==> config.mk <==
export PLATFORM = sky130hd
export DESIGN_NAME = cbr_resolver
export DESIGN_NICKNAME = d
export VERILOG_FILES = /design/src/rtl/cbr_pkg.sv /design/src/rtl/cbr_decode.sv /design/src/rtl/cbr_cond.sv /design/src/rtl/cbr_target.sv /design/src/rtl/cbr_resolver.sv
export SDC_FILE = /design/constraint.sdc
export NUM_CORES = 1
export LEC_CHECK = 0
export BUFFER_PORTS_ARGS = -buffer_cell sky130_fd_sc_hd__clkbuf_2
export CORE_MARGIN = 2
export CORE_UTILIZATION = 45
export CTS_CLUSTER_SIZE = 25
export DETAILED_ROUTE_END_ITERATION = 10
export HOLD_SLACK_MARGIN = 0.03
export PLACE_DENSITY = 0.71
export SYNTH_ARGS = -nofsm -noshare
export SYNTH_HDL_FRONTEND = slang
export SYNTH_SLANG_ARGS = --single-unit
==> constraint.sdc <==
create_clock -name clk -period 10.4 [get_ports clk]
set_clock_uncertainty 0.2 [all_clocks]
set_input_delay 2.08 -clock clk [delete_from_list [all_inputs] [get_ports clk]]
set_output_delay 2.08 -clock clk [all_outputs]
set_load 0.01 [all_outputs]
==> src/rtl/cbr_pkg.sv <==
package cbr_pkg;

    typedef enum logic [2:0] {
        GRP_LINKCMP = 3'd0,
        GRP_ADDOVF  = 3'd1,
        GRP_ADDNOVF = 3'd2,
        GRP_ZEROJ   = 3'd3,
        GRP_NZEROJL = 3'd4,
        GRP_ALWAYS  = 3'd5,
        GRP_ALWAYSL = 3'd6,
        GRP_NONE    = 3'd7
    } grp_e;

    typedef enum logic [3:0] {
        C_NEVER, C_ALWAYS, C_RT_LEZ, C_RT_GEZ, C_GEU, C_RS_LEZ,
        C_OVF, C_NOVF, C_RT_EQZ, C_RT_NEZ, C_EQ, C_NE, C_RS_EQZ, C_RS_NEZ
    } cond_e;

    typedef enum logic [1:0] {
        TGT_OFF_S, TGT_OFF_M, TGT_OFF_L, TGT_REG
    } tgt_e;

    typedef struct packed {
        cond_e cond;
        tgt_e  tgt;
        logic  link;
        logic  slot;
    } kind_t;

    localparam int OFF_S_W = 16;
    localparam int OFF_M_W = 21;

    function automatic kind_t mk_kind(cond_e c, tgt_e t, logic l, logic s);
        kind_t k;
        k.cond = c;
        k.tgt  = t;
        k.link = l;
        k.slot = s;
        return k;
    endfunction

endpackage

==> src/rtl/cbr_decode.sv <==
module cbr_decode
    import cbr_pkg::*;
#(
    parameter int RNUM_W = 5
) (
    input  logic [2:0]        grp,
    input  logic [RNUM_W-1:0] rs_num,
    input  logic [RNUM_W-1:0] rt_num,
    input  logic              variant_new,
    output kind_t             kind
);

    logic rs_zero, rt_zero, nums_eq, rs_ge_rt;

    always_comb begin
        rs_zero  = (rs_num == '0);
        rt_zero  = (rt_num == '0);
        nums_eq  = (rs_num == rt_num);
        rs_ge_rt = (rs_num >= rt_num);
    end

    always_comb begin
        kind = mk_kind(C_NEVER, TGT_OFF_S, 1'b0, 1'b0);
        case (grp_e'(grp))
            GRP_LINKCMP: begin
                if (variant_new && !rt_zero) begin
                    if (rs_zero)      kind = mk_kind(C_RT_LEZ, TGT_OFF_S, 1'b1, 1'b0);
                    else if (nums_eq) kind = mk_kind(C_RT_GEZ, TGT_OFF_S, 1'b1, 1'b0);
                    else              kind = mk_kind(C_GEU,    TGT_OFF_S, 1'b0, 1'b0);
                end else begin
                    kind = mk_kind(C_RS_LEZ, TGT_OFF_S, 1'b0, 1'b1);
                end
            end
            GRP_ADDOVF: begin
                if (variant_new) begin
                    if (rs_ge_rt)     kind = mk_kind(C_OVF,    TGT_OFF_S, 1'b0, 1'b0);
                    else if (rs_zero) kind = mk_kind(C_RT_EQZ, TGT_OFF_S, 1'b1, 1'b0);
                    else              kind = mk_kind(C_EQ,     TGT_OFF_S, 1'b0, 1'b0);
                end
            end
            GRP_ADDNOVF: begin
                if (variant_new) begin
                    if (rs_ge_rt)     kind = mk_kind(C_NOVF,   TGT_OFF_S, 1'b0, 1'b0);
                    else if (rs_zero) kind = mk_kind(C_RT_NEZ, TGT_OFF_S, 1'b1, 1'b0);
                    else              kind = mk_kind(C_NE,     TGT_OFF_S, 1'b0, 1'b0);
                end
            end
            GRP_ZEROJ: begin
                if (!rs_zero) kind = mk_kind(C_RS_EQZ, TGT_OFF_M, 1'b0, 1'b0);
                else          kind = mk_kind(C_ALWAYS, TGT_REG,   1'b0, 1'b0);
            end
            GRP_NZEROJL: begin
                if (!rs_zero) kind = mk_kind(C_RS_NEZ, TGT_OFF_M, 1'b0, 1'b0);
                else          kind = mk_kind(C_ALWAYS, TGT_REG,   1'b1, 1'b0);
            end
            GRP_ALWAYS:  kind = mk_kind(C_ALWAYS, TGT_OFF_L, 1'b0, 1'b0);
            GRP_ALWAYSL: kind = mk_kind(C_ALWAYS, TGT_OFF_L, 1'b1, 1'b0);
            default:     kind = mk_kind(C_NEVER,  TGT_OFF_S, 1'b0, 1'b0);
        endcase
    end

endmodule

==> src/rtl/cbr_cond.sv <==
module cbr_cond
    import cbr_pkg::*;
#(
    parameter int XLEN = 64
) (
    input  cond_e           cond,
    input  logic [XLEN-1:0] rs_val,
    input  logic [XLEN-1:0] rt_val,
    output logic            hit
);

    logic [XLEN-1:0] sum;
    logic            ovf;

    always_comb begin
        sum = rs_val + rt_val;
        ovf = (rs_val[XLEN-1] == rt_val[XLEN-1]) && (sum[XLEN-1] != rs_val[XLEN-1]);
    end

    always_comb begin
        case (cond)
            C_ALWAYS: hit = 1'b1;
            C_RT_LEZ: hit = rt_val[XLEN-1] || (rt_val == '0);
            C_RT_GEZ: hit = !rt_val[XLEN-1];
            C_GEU:    hit = (rs_val >= rt_val);
            C_RS_LEZ: hit = rs_val[XLEN-1] || (rs_val == '0);
            C_OVF:    hit = ovf;
            C_NOVF:   hit = !ovf;
            C_RT_EQZ: hit = (rt_val == '0);
            C_RT_NEZ: hit = (rt_val != '0);
            C_EQ:     hit = (rs_val == rt_val);
            C_NE:     hit = (rs_val != rt_val);
            C_RS_EQZ: hit = (rs_val == '0);
            C_RS_NEZ: hit = (rs_val != '0);
            default:  hit = 1'b0;
        endcase
    end

endmodule

==> src/rtl/cbr_target.sv <==
module cbr_target
    import cbr_pkg::*;
#(
    parameter int XLEN  = 64,
    parameter int IMM_W = 26
) (
    input  tgt_e             tgt,
    input  logic [XLEN-1:0]  pc,
    input  logic [XLEN-1:0]  rt_val,
    input  logic [IMM_W-1:0] imm,
    output logic [XLEN-1:0]  tgt_pc,
    output logic [XLEN-1:0]  seq_pc,
    output logic [XLEN-1:0]  slot_pc
);

    localparam int ROOM_S = XLEN - OFF_S_W;
    localparam int ROOM_M = XLEN - OFF_M_W;
    localparam int ROOM_L = XLEN - IMM_W;

    logic [XLEN-1:0] off_s, off_m, off_l, off_sel;

    always_comb begin
        off_s   = {{ROOM_S{imm[OFF_S_W-1]}}, imm[OFF_S_W-1:0]};
        off_m   = {{ROOM_M{imm[OFF_M_W-1]}}, imm[OFF_M_W-1:0]};
        off_l   = {{ROOM_L{imm[IMM_W-1]}},   imm};
        seq_pc  = pc + XLEN'(4);
        slot_pc = pc + XLEN'(8);
        case (tgt)
            TGT_OFF_M: off_sel = off_m;
            TGT_OFF_L: off_sel = off_l;
            default:   off_sel = off_s;
        endcase
        if (tgt == TGT_REG) tgt_pc = rt_val + off_s;
        else                tgt_pc = seq_pc + (off_sel << 2);
    end

endmodule

==> src/rtl/cbr_resolver.sv <==
module cbr_resolver
    import cbr_pkg::*;
#(
    parameter int XLEN   = 64,
    parameter int RNUM_W = 5,
    parameter int IMM_W  = 26
) (
    input  logic              clk,
    input  logic              rst,
    input  logic              in_valid,
    input  logic [2:0]        grp,
    input  logic [RNUM_W-1:0] rs_num,
    input  logic [RNUM_W-1:0] rt_num,
    input  logic [XLEN-1:0]   rs_val,
    input  logic [XLEN-1:0]   rt_val,
    input  logic [IMM_W-1:0]  imm,
    input  logic [XLEN-1:0]   pc,
    input  logic              variant_new,
    output logic              out_valid,
    output logic              taken,
    output logic [XLEN-1:0]   next_pc,
    output logic              link_en,
    output logic [XLEN-1:0]   link_val,
    output logic              delay_slot
);

    kind_t           kind;
    logic            hit;
    logic [XLEN-1:0] tgt_pc, seq_pc, slot_pc;
    logic [XLEN-1:0] nxt_d, lnk_d;

    cbr_decode #(.RNUM_W(RNUM_W)) u_dec (
        .grp(grp), .rs_num(rs_num), .rt_num(rt_num),
        .variant_new(variant_new), .kind(kind)
    );

    cbr_cond #(.XLEN(XLEN)) u_cond (
        .cond(kind.cond), .rs_val(rs_val), .rt_val(rt_val), .hit(hit)
    );

    cbr_target #(.XLEN(XLEN), .IMM_W(IMM_W)) u_tgt (
        .tgt(kind.tgt), .pc(pc), .rt_val(rt_val), .imm(imm),
        .tgt_pc(tgt_pc), .seq_pc(seq_pc), .slot_pc(slot_pc)
    );

    always_comb begin
        lnk_d = kind.slot ? slot_pc : seq_pc;
        if (hit)            nxt_d = tgt_pc;
        else if (kind.slot) nxt_d = slot_pc;
        else                nxt_d = seq_pc;
    end

    always_ff @(posedge clk) begin
        if (rst) begin
            out_valid  <= 1'b0;
            taken      <= 1'b0;
            next_pc    <= '0;
            link_en    <= 1'b0;
            link_val   <= '0;
            delay_slot <= 1'b0;
        end else begin
            out_valid  <= in_valid;
            taken      <= in_valid && hit;
            next_pc    <= nxt_d;
            link_en    <= in_valid && hit && kind.link;
            link_val   <= lnk_d;
            delay_slot <= in_valid && kind.slot;
        end
    end

endmodule

Yosys cells after proc, flatten, opt, wreduce, memory -nomap -nowiden. Index checks and enable logic that the tools add are counted. Widths: inputs -> output; s select.

Output and inout port bits: 132. Bits in registers: 132. Input bits: 235.

Reduce and logical (&&, ||, !) cells: 17. $lt $le $gt $ge: 2. Mux-type cells: 17. Equality and inequality tests: 27. Add/subtract/negate cells: 5.

Operators by type and width (count): $add 64x64->64 (3); $mux 64 (3); $logic_not 64->1 (2); $reduce_bool 64->1 (2); $pmux 62 s2 (1); $add 64x3->64 const B (1); $add 64x4->64 const B (1); $eq 64x64->1 (1); $ge 64x64->1 (1); $mux 8 (8); $ne 64x64->1 (1); $pmux 8 s7 (1); $eq 4x4->1 const B (6); $eq 4x3->1 const B (4); $pmux 1 s13 (1); $mux 6 (2); $logic_not 5->1 (2); $eq 3x3->1 const B (3); $eq 4x2->1 const B (2); $mux 7 (1); $eq 3x2->1 const B (2); $eq 5x5->1 (1); $ge 5x5->1 (1); $logic_and 1x1->1 (5); 9 further kinds (13).

Longest topological paths before layout.
Word-level depth: 10. Depth in mapped cells: 29. Mapped depth without buffers: 23.

By module. Synthesis repeated with hierarchy kept, for this count alone.

Cells, all modules: 2672. Area, all modules: 20055.5 um2.

By module, submodules not included: cbr_target (times used 1, cells each 1719, seq. area each 0.0 um2, area an instance 11559.8 um2); cbr_resolver (times used 1, cells each 427, seq. area each 2642.5 um2, area an instance 4659.5 um2); cbr_cond (times used 1, cells each 471, seq. area each 0.0 um2, area an instance 3463.3 um2); cbr_decode (times used 1, cells each 55, seq. area each 0.0 um2, area an instance 372.9 um2).

Least setup slack after synthesis. Ideal clock, no wire load.

Path kind: input -> register. Start: in grp[2]. End: reg next_pc[58]. Data arrival time: 8.271 ns. Stages: 26. Path buffers: 6. Setup time: 0.059 ns. Setup slack: 1.870 ns. Path through: clkbuf_1 clkinv_1 nand3_1 o21ai_0 a22o_1 ha_1 a21boi_0 a21o_1 clkinv_1 clkbuf_1 clkbuf_1 buf_1 buf_1 ha_1 clkbuf_1 a21o_1 o2111ai_1 o22ai_1 a2111oi_0 a2bb2oi_1 o21a_1 a21oi_2 o211ai_1 mux2_2 nand3_1 and3_1.

Longest elaborated chain between the ends: 7. Elaborated cells between the ends (all ways): 30.

RTL lines: start: declaration (RTL line cbr_resolver.sv:11) `input logic [2:0] grp,`; $eq 3x3->1 (tied with other cells) (RTL line cbr_decode.sv:24) `case (grp_e'(grp))`; $pmux 8 s7 (*) (RTL line cbr_decode.sv:24); $eq 2x2->1 or $eq 2x1->1 (tied branches) (RTL line cbr_target.sv:28) `case (tgt)`; $pmux 62 s2 (RTL line cbr_target.sv:28); $add 64x64->64 (RTL line cbr_target.sv:34) `else tgt_pc = seq_pc + (off_sel << 2);`; $mux 64 (RTL line cbr_target.sv:33) `if (tgt == TGT_REG) tgt_pc = rt_val + off_s;`; $mux 64 (*) (RTL line cbr_resolver.sv:48) `if (hit) nxt_d = tgt_pc;`; end signal: assignment (RTL line cbr_resolver.sv:64) `next_pc <= nxt_d;`; end: declaration (RTL line cbr_resolver.sv:21) `output logic [XLEN-1:0] next_pc,`.

Every way passes the cells marked *; elsewhere a longest branch is shown, timed or not. A chain may end at the register's enable or synchronous reset.

Final worst setup path.
Start: in pc[14]. End: reg next_pc[61].

Longest elaborated chain between the ends: 4. Elaborated cells between the ends (all ways): 6.

RTL lines: start: declaration (RTL line cbr_resolver.sv:17) `input logic [XLEN-1:0] pc,`; $add 64x3->64 (RTL line cbr_target.sv:26) `seq_pc = pc + XLEN'(4);`; $add 64x64->64 (RTL line cbr_target.sv:34); $mux 64 (RTL line cbr_target.sv:33); $mux 64 (*) (RTL line cbr_resolver.sv:48).

Marked as above.

==> out/qor.yml <==
rsz0062_at_grt: "false"
ir_drop_mv: 0.129
hpwlAfterDp_um: 61900
first_pass_iters: 6
synth_compound_area_share_pct: 26.7
synth_top_family_by_area: "compound AO/OA/AOI/OAI gates"
yosys.area_share.adder_pct: 17.1
post_layout_nonfiller_instances: 3335
cts-root-buf: "clkbuf_16"
outcome: "finished clean"
antenna_found_initial: 6
holdPathStages: 2
clk_pin_slew_ns: 0.06
synthFlopType: "dfxtp_1"
synthMuxAreaShare_pct: 0.679
synth_edf_count: 0
cts_tree: "built"
end_kind: "flop"
clock-sinks: 132
vias_per_cell: 6.20
overflow: 0
p_leak_nw: 9.64
grt_pass1_vias: 19400
coreArea_sq_um: 39800
timing.hold.ws_ns: 1.68
synthArstFlopShare_pct: 0
fmax_mhz: 125
final_common_cell: "clkbuf_2"
fin_util_pct: 52.8
die_w_um: 205
routed_wl_um: 75300
slew-limit-headroom_pct: 17.8
yosys.area_share.simple_pct: 24.3
via_count: 20700
min_from: "pc[0]"
worstPathArrival_ns: 8.13
cts_setup_buffers: 0
hold_class: "in2reg"
yosys_warnings: 0
setup_viol: 0
syn_nets: 2994
path_cells: "clkbuf_2 > nand4_2 > nor4_1 > nand2_1 > xnor2_1 > ha_1 > and3_1 > nor4b_1 > o311ai_0 > a31oi_1 > a41oi_1 > a31oi_4 > a31oi_2 > or4_1 > a31oi_1 > xnor2_1 > o211ai_2"
finalHoldViolCount: 0
ioPinCount: 367
cts-hold-fix-buffers: 0
mostFrequentLayoutCells: "365 x clkbuf_2, 253 x nor2_1, 245 x ha_1"
ys_seq_area_share_pct: 14.5
slowest_delay_ns: 0.97
io_buffers: 366
tightest_slew_ns: 1.22
grt_first_pass_wirelength_um: 113000
tns_ns: 0
area_delta_synth_final_pct: 15.4
crit_required_ns: 10.52
timing.critical_path.buf_inv: 1
ys_ff_latch: 132
drv_slew: 0
layout-drive-gt1-share_pct: 16.2
drv_cap: 0
min_period_ns: 8.00
final_antenna_net_count: 0
finalPower_mw: 2.58
post_cts_resized: 0
die_area_sq_um: 42100
slowest_stage: "nor4_1"
die_y_um: 205
min_to: "link_val[0]"
ys_types: 89
rows: 73
grt_use_total_pct: 34.9
synth_cells: 2511
htree_num_levels: 4
drc: 0
dp.cells: 3297
period_share_pct: 76.9
initial_core_util_pct: 45.8
grt_max_degree: 117
syn_area_per_cell_sq_um: 7.26
power.density_nw_per_um2: 122
cts_made_buffers: 17
clockBufferDepth: 2
synthesis.area_sq_um: 18200
final_nets: 3274
synth_xor_area_share_pct: 11.2
worstPathMaxFanout: 10
cp-start-kind: "primary input"
globalplace.congestion: 0.989
critical-path-top-delay-family: "simple AND/OR/NAND/NOR gates"
drt-wirelength-per-cell_um: 22.6
critPathKind: "in2reg"
drt_iter0_markers: 1749
-- how the worst max path moves through the flow --
| stage | startpoint | end | slack, ns | depth (start not counted) |
|---|---|---|---|---|
| after floorplan | grp[2] | next_pc[58] | 1.87 | 26 |
| after global placement | pc[14] | next_pc[60] | 2.21 | 19 |
| after detailed placement | pc[14] | next_pc[60] | 2.19 | 19 |
| after CTS | rs_num[0] | next_pc[62] | 2.61 | 24 |
| after global routing | rs_num[0] | next_pc[62] | 2.06 | 24 |
| final | pc[14] | next_pc[61] | 2.40 | 17 |
-- cell families after synthesis --
kind of cell,count (synthesis)
buffers and inverters,262
XOR/XNOR,234
AND/OR/NAND/NOR,894
AO/OA/AOI/OAI,729
adder cells (fa/ha/maj),248
flip-flops,132
multiplexers,12
-- area by class of cell --
cell class              instances  area (sq um)
repair buffers                377          1930
clock inverters                14           224
multi-input cells            2117         14600
inverters                     146           548
diodes                          6          15.0
clock buffers                  18           429
flip-flops and latches        132          2640
fillers                      4010         18800
well taps                     525           657
-- flip-flops by register name, summed over array words and instances, names as in the netlist --
name / count
taken: 1
next_pc: 64
out_valid: 1
link_val: 64
link_en: 1
delay_slot: 1
-- synth_stat cells, types with 78 or more instances --
master | instances | share of area (%)
a211oi_1 | 80 | 3.3
a21o_1 | 97 | 4.0
a21oi_1 | 209 | 5.7
clkbuf_1 | 97 | 2.0
dfxtp_1 | 132 | 14
ha_1 | 246 | 17
inv_1 | 142 | 2.9
nand2_1 | 193 | 4.0
nand3_1 | 78 | 2.1
nand4_1 | 87 | 3.0
nor2_1 | 253 | 5.2
o21ai_0 | 109 | 3.0
xnor2_1 | 142 | 6.8
xor2_1 | 92 | 4.4
-- power breakdown --
| group | leakage (nW) | switching (mW) | internal (mW) |
|---|---|---|---|
| combinational | 8.22 | 0.807 | 0.486 |
| sequential | 1.10 | 0.0285 | 0.566 |
| clock | 0.316 | 0.259 | 0.429 |
| total | 9.64 | 1.10 | 1.48 |
-- layer usage --
layer  vias up  GRT usage (%)  part of all wire [%]
met5         -              0                 0.017
met4         2           15.3                   4.6
met3       164           5.31                   8.3
met2       994           56.5                    45
met1      9727           45.8                    42
li1       9806              -                     -
-- stage by stage --
step / setup slack, ns / cell area (sq um)
floorplan: 1.87 / 18200
detailed placement: 2.19 / 20400
global route: 2.06 / 21000
CTS: 2.61 / 21000
finish: 2.40 / 21000
global placement: 2.21 / 20400
Power figures use the tool's default switching activity.
